## config.mk

```make
export PLATFORM = sky130hd
export DESIGN_NAME = burst_seq_splitter
export DESIGN_NICKNAME = d
export VERILOG_FILES = /design/src/rtl/burst_split_pkg.sv /design/src/rtl/split_burst_pick.sv /design/src/rtl/split_seq_state.sv /design/src/rtl/burst_seq_splitter.sv
export SDC_FILE = /design/constraint.sdc
export NUM_CORES = 1
export LEC_CHECK = 0
export BUFFER_PORTS_ARGS = -buffer_cell sky130_fd_sc_hd__buf_4
export CAP_MARGIN = 20
export CORE_MARGIN = 2
export CORE_UTILIZATION = 40
export CTS_BUF_LIST = sky130_fd_sc_hd__clkbuf_4 sky130_fd_sc_hd__clkbuf_8
export DETAILED_ROUTE_END_ITERATION = 10
export HOLD_SLACK_MARGIN = 0.05
export PLACE_DENSITY_LB_ADDON = 0.3
export SLEW_MARGIN = 25
export SYNTH_ARGS = -nofsm -noshare
export SYNTH_HDL_FRONTEND = slang
export SYNTH_SLANG_ARGS = --single-unit
```

## constraint.sdc

```tcl
create_clock -name clk -period 4.8 [get_ports clk]
set_input_delay 0.24 -clock clk [delete_from_list [all_inputs] [get_ports clk]]
set_output_delay 0.24 -clock clk [all_outputs]
set_load 0.03 [all_outputs]
```

## src/rtl/burst_split_pkg.sv

```systemverilog
package burst_split_pkg;

  typedef enum logic [2:0] {
    BK_SINGLE = 3'd0,
    BK_INCR   = 3'd1,
    BK_FIX4   = 3'd2,
    BK_FIX8   = 3'd3,
    BK_FIX16  = 3'd4
  } burst_kind_e;

  localparam int unsigned POLICY_W  = 3;
  localparam int unsigned FIX_LVLS  = 3;
  localparam int unsigned FIX_MIN   = 4;

endpackage

```

## src/rtl/split_burst_pick.sv

```systemverilog
module split_burst_pick
  import burst_split_pkg::*;
#(
  parameter int unsigned LEN_W = 16
) (
  input  logic [POLICY_W-1:0] policy,
  input  logic [LEN_W-1:0]    remaining,
  output burst_kind_e         kind,
  output logic [LEN_W-1:0]    beats
);

  logic [1:0]          max_lvl;
  logic                tail_incr;
  logic [FIX_LVLS-1:0] fits;

  assign max_lvl   = policy[1:0];
  assign tail_incr = policy[2] | (policy[1:0] == 2'd0);

  genvar g;
  generate
    for (g = 0; g < FIX_LVLS; g++) begin : g_fit
      localparam logic [LEN_W-1:0] LVL_BEATS = LEN_W'(FIX_MIN << g);
      assign fits[g] = (32'(max_lvl) > g) && (remaining >= LVL_BEATS);
    end
  endgenerate

  always_comb begin
    if (tail_incr) begin
      kind  = BK_INCR;
      beats = remaining;
    end else begin
      kind  = BK_SINGLE;
      beats = LEN_W'(1);
    end
    for (int k = 0; k < FIX_LVLS; k++) begin
      if (fits[k]) begin
        kind  = burst_kind_e'(3'(32'(BK_FIX4) + k));
        beats = LEN_W'(FIX_MIN << k);
      end
    end
  end

endmodule

```

## src/rtl/split_seq_state.sv

```systemverilog
module split_seq_state
  import burst_split_pkg::*;
#(
  parameter int unsigned LEN_W      = 16,
  parameter int unsigned ADDR_W     = 32,
  parameter int unsigned BEAT_SHIFT = 2
) (
  input  logic                clk,
  input  logic                rst_n,
  input  logic                req_valid,
  input  logic [ADDR_W-1:0]   req_addr,
  input  logic [LEN_W-1:0]    req_len,
  input  logic [POLICY_W-1:0] req_policy,
  input  logic                step_ready,
  input  logic [LEN_W-1:0]    step_beats,
  output logic                busy,
  output logic [LEN_W-1:0]    rem,
  output logic [ADDR_W-1:0]   addr,
  output logic [POLICY_W-1:0] policy
);

  logic                busy_q, busy_d;
  logic [LEN_W-1:0]    rem_q, rem_d;
  logic [ADDR_W-1:0]   addr_q, addr_d;
  logic [POLICY_W-1:0] pol_q, pol_d;
  logic                load_en;

  assign load_en = (!busy_q && req_valid) || (busy_q && step_ready);

  always_comb begin
    busy_d = busy_q;
    rem_d  = rem_q;
    addr_d = addr_q;
    pol_d  = pol_q;
    if (!busy_q) begin
      rem_d  = req_len;
      addr_d = req_addr;
      pol_d  = req_policy;
      busy_d = (req_len != '0);
    end else begin
      rem_d  = rem_q - step_beats;
      addr_d = addr_q + (ADDR_W'(step_beats) << BEAT_SHIFT);
      busy_d = (rem_q != step_beats);
    end
  end

  always_ff @(posedge clk or negedge rst_n) begin
    if (!rst_n) begin
      busy_q <= 1'b0;
      rem_q  <= '0;
      addr_q <= '0;
      pol_q  <= '0;
    end else if (load_en) begin
      busy_q <= busy_d;
      rem_q  <= rem_d;
      addr_q <= addr_d;
      pol_q  <= pol_d;
    end
  end

  assign busy   = busy_q;
  assign rem    = rem_q;
  assign addr   = addr_q;
  assign policy = pol_q;

  // zero-length request leaves the block idle
  assert_zero_len_idle_R8: assert property (@(posedge clk) disable iff (!rst_n)
    (!busy_q && req_valid && req_len == '0) |=> !busy_q);

  // a non-zero request makes the block busy
  assert_take_busy_R7: assert property (@(posedge clk) disable iff (!rst_n)
    (!busy_q && req_valid && req_len != '0) |=> busy_q && rem_q == $past(req_len));

endmodule

```

## src/rtl/burst_seq_splitter.sv

```systemverilog
module burst_seq_splitter
  import burst_split_pkg::*;
#(
  parameter int unsigned LEN_W      = 16,
  parameter int unsigned ADDR_W     = 32,
  parameter int unsigned BEAT_BYTES = 4
) (
  input  logic                clk,
  input  logic                rst_n,
  input  logic                req_valid,
  output logic                req_ready,
  input  logic [ADDR_W-1:0]   req_addr,
  input  logic [LEN_W-1:0]    req_len,
  input  logic [2:0]          req_policy,
  output logic                desc_valid,
  input  logic                desc_ready,
  output logic [2:0]          desc_kind,
  output logic [LEN_W-1:0]    desc_beats,
  output logic [ADDR_W-1:0]   desc_addr
);

  localparam int unsigned BEAT_SHIFT = $clog2(BEAT_BYTES);

  logic                busy;
  logic [LEN_W-1:0]    rem;
  logic [ADDR_W-1:0]   cur_addr;
  logic [POLICY_W-1:0] cur_pol;
  burst_kind_e         pick_kind;
  logic [LEN_W-1:0]    pick_beats;
  logic [ADDR_W-1:0]   step_bytes;

  split_burst_pick #(.LEN_W(LEN_W)) u_pick (
    .policy    (cur_pol),
    .remaining (rem),
    .kind      (pick_kind),
    .beats     (pick_beats)
  );

  split_seq_state #(
    .LEN_W      (LEN_W),
    .ADDR_W     (ADDR_W),
    .BEAT_SHIFT (BEAT_SHIFT)
  ) u_state (
    .clk        (clk),
    .rst_n      (rst_n),
    .req_valid  (req_valid),
    .req_addr   (req_addr),
    .req_len    (req_len),
    .req_policy (req_policy),
    .step_ready (desc_ready),
    .step_beats (pick_beats),
    .busy       (busy),
    .rem        (rem),
    .addr       (cur_addr),
    .policy     (cur_pol)
  );

  assign req_ready  = !busy;
  assign desc_valid = busy;
  assign desc_kind  = pick_kind;
  assign desc_beats = pick_beats;
  assign desc_addr  = cur_addr;
  assign step_bytes = ADDR_W'(desc_beats) << BEAT_SHIFT;

  // stalled descriptor holds steady
  assert_stall_hold_R9: assert property (@(posedge clk) disable iff (!rst_n)
    (desc_valid && !desc_ready) |=>
      desc_valid && $stable(desc_kind) && $stable(desc_beats) && $stable(desc_addr));

  // address advances by bytes of the previous burst
  assert_addr_step_R6: assert property (@(posedge clk) disable iff (!rst_n)
    (desc_valid && desc_ready) |=>
      (!desc_valid || desc_addr == $past(desc_addr) + $past(step_bytes)));

  // beat count fits outstanding words
  assert_beats_fit_R10: assert property (@(posedge clk) disable iff (!rst_n)
    desc_valid |-> (desc_beats != '0) && (desc_beats <= rem));

  // request port reopens right after the last handshake
  assert_drain_reopen_R7: assert property (@(posedge clk) disable iff (!rst_n)
    (desc_valid && desc_ready && desc_beats == rem) |=> req_ready && !desc_valid);

  // fixed bursts never grow within one sequence
  assert_shrinking_R3: assert property (@(posedge clk) disable iff (!rst_n)
    (desc_valid && desc_ready && desc_kind >= 3'(BK_FIX4)) |=>
      (!desc_valid || desc_beats <= $past(desc_beats)));

endmodule

```

==> results.yml <==
outcome:
  outcome: "finished clean"
placed_design:
  routabilityCongestion: 0.893
  dp_hpwl_um: 10900
  dp_cells: 747
  io_buffers: 107
grt:
  grt.overflow.total: 0
  grt_max_degree: 53
  grt_first_pass_wirelength_um: 23300
  track_usage: 0.254
  antenna_found_initial: 0
  grt_pass1_vias: 4376
detailed_routing:
  vias_per_cell: 5.95
  drt-initial-drc-count: 269
  wl_um: 14600
  postRouteAntennaNets: 0
  vias: 4491
  drc: 0
  dr.pass1.iters: 5
  post_drt_wl_per_cell_um: 19.3
pwr:
  swShare: 0.518
  clockPowerShare: 0.076
  intPower_uw: 1680
  vdd_drop_max_v: 0.000329
  p_seq_frac: 0.239
  powerDensity_nw_per_um2: 644
  p_leak_uw: 0.00252
  p_comb_frac: 0.685
  switching_power_uw: 1800
floorplanning:
  die_x_um: 109
  coreArea_um2: 10800
  placementRows: 38
  dieArea_um2: 11800
  start_util: 0.407
  io_pins: 108
  die_h_um: 109
clock_network:
  cts_htree_levels: 2
  postCtsSetupRepairBufs: 0
  cts.path.max_buffers: 2
  hold_buffers: 1
  clk_pin_slew_ns: 0.10
  numCtsBuffers: 5
  cts_tree: "done"
  clk_latency_ns: 0.32
  clkSinkCount: 52
  cts-resized-gates: 0
  ctsRootBufferMaster: "clkbuf_8"
sta:
  fmax_mhz: 246
  hold-worst-slack_ns: 0.104
  setup_viol: 0
  fin_crit_sh: 0.846
  relSlewSlack: 0.518
  slew_violations: 0
  rsz0062_at_grt: "false"
  setup_tns_ns: 0
  hold_viol: 0
  period_needed_ns: 4.06
  tightest_slew_ns: 0.724
  skew_ns: 0.00581
setup_path:
  path_class: "reg2reg"
  start_kind: "flip-flop"
  crit_fanout: 13
  cp-end-kind: "flip-flop"
  cp.required_ns: 4.98
  crit_arrival_ns: 4.24
yosys:
  synth.area.top_cells: "dfrtp_1 (30%), ha_1 (8.8%), a21oi_1 (4.9%)"
  synth_edf_count: 0
  yosys-top-cells-count: "nand2_1 (55), dfrtp_1 (52), a21oi_1 (43)"
  yosys.area.top_type: "dfrtp_1"
  syn_nets: 608
  ys.warnings.count: 0
  synth_seq_cells: 52
  yosys_most_used_dff: "dfrtp_1"
  synth_area_um2: 4390
  synth.distinct_cells: 65
  synthCells: 520
  ys_seq_area_frac: 0.296
  yosysMostFrequentCell: "nand2_1"
  yosysTopAreaCellShare: 0.296
  avgSynthCellArea_um2: 8.45
  ys_async_sr_fraction: 1.00
final_layout:
  fin_nets: 703
  instances_no_fill: 755
  area_growth_pct: 22.9
  antenna_cells: 0
  drive_above_1_share: 0.228
  final_util: 0.500
run:
  cap_violations: 0
worst_hold_path:
  hold_class: "in2reg"
## worst paths after layout
kind,startpoint,to,slack [ns],depth (start not counted)
min in group asynchronous,rst_n,u_state.rem[10]$_DFFE_PN0P_,0.51,2
max in group asynchronous,rst_n,u_state.addr[20]$_DFFE_PN0P_,3.80,2
setup reg to reg,u_state.rem[12]$_DFFE_PN0P_,u_state.rem[14]$_DFFE_PN0P_,0.74,14
setup / recovery,u_state.rem[12]$_DFFE_PN0P_,u_state.rem[14]$_DFFE_PN0P_,0.74,14
hold reg to reg,u_state.addr[1]$_DFFE_PN0P_,u_state.addr[1]$_DFFE_PN0P_,0.50,2
hold / removal,req_addr[0],u_state.addr[0]$_DFFE_PN0P_,0.10,3
## critical path, cell delays in order, from the launching register on
cell      delay [ns]
dfrtp_1         0.46
nor4_1          0.33
nand3_1         0.25
nor3_2          0.28
a21o_1          0.47
a31o_2          0.25
inv_1           0.05
ha_1            0.36
a21o_1          0.27
a311oi_2        0.33
nor2_1          0.15
a311oi_2        0.36
a21oi_1         0.13
xnor2_1         0.15
a21oi_1         0.08
## state kept, by name (all words and copies together), names as in the netlist
register and cells:
u_state.policy 3, u_state.busy 1, u_state.rem 16, u_state.addr 32
## per-stage QoR
| stage | power, uW | cell area [um2] | setup slack [ns] |
|---|---|---|---|
| floorplan | 2510 | 4390 | 0.571 |
| global placement | 3150 | 5310 | 0.904 |
| detailed placement | 3190 | 5310 | 0.841 |
| CTS | 3460 | 5400 | 0.798 |
| global route | 3760 | 5400 | 0.377 |
| finish | 3480 | 5400 | 0.740 |
## kinds of logic after synthesis
logic type,count (synthesis),share of synthesized area
and+or+nand+nor,164,0.190
buffers and inverters,48,0.0424
AOI/OAI and AO/OA,178,0.281
xor gates and xnor gates,34,0.0678
adders and majority gates,33,0.0974
muxes,11,0.0256
DFF,52,0.296
## cell type report
type                       count  area [um2]
clock buffer                   5        68.8
clock inverter                 2        12.5
fill                        1051        5390
inverter                      24        90.1
multi-input combinational    420        2910
sequential                    52        1300
tap                          140         175
timing repair buffer         112         843
## layout by cell type, fill, tap and decap left out, drive strengths merged, types with 18 or more instances in the layout
| cell type | n |
|---|---|
| buf | 111 |
| ha | 31 |
| a21oi | 44 |
| dfrtp | 52 |
| inv | 23 |
| a21o | 19 |
| xor2 | 20 |
| nor2 | 25 |
| nand2 | 56 |
| a211oi | 18 |
| o21ai | 35 |
## power by group through the flow
| stage | Combinational [uW] | Clock (uW) | Sequential [uW] |
|---|---|---|---|
| final | 2380 | 265 | 831 |
| after global routing | 2610 | 284 | 857 |
| after CTS | 2370 | 266 | 827 |
| after detailed placement | 2350 | 0 | 834 |
| after global placement | 2320 | 0 | 829 |
| after floorplan | 1560 | 0 | 950 |
## routing by layer
| metal | vias up | track usage | part of all wire |
|---|---|---|---|
| met5 | - | 0 | 0 |
| met4 | 0 | 0.0641 | 0.015 |
| met3 | 16 | 0.0389 | 0.064 |
| met2 | 177 | 0.415 | 0.46 |
| met1 | 2177 | 0.351 | 0.46 |
| li1 | 2121 | - | - |
Power figures use the tool's default switching activity.
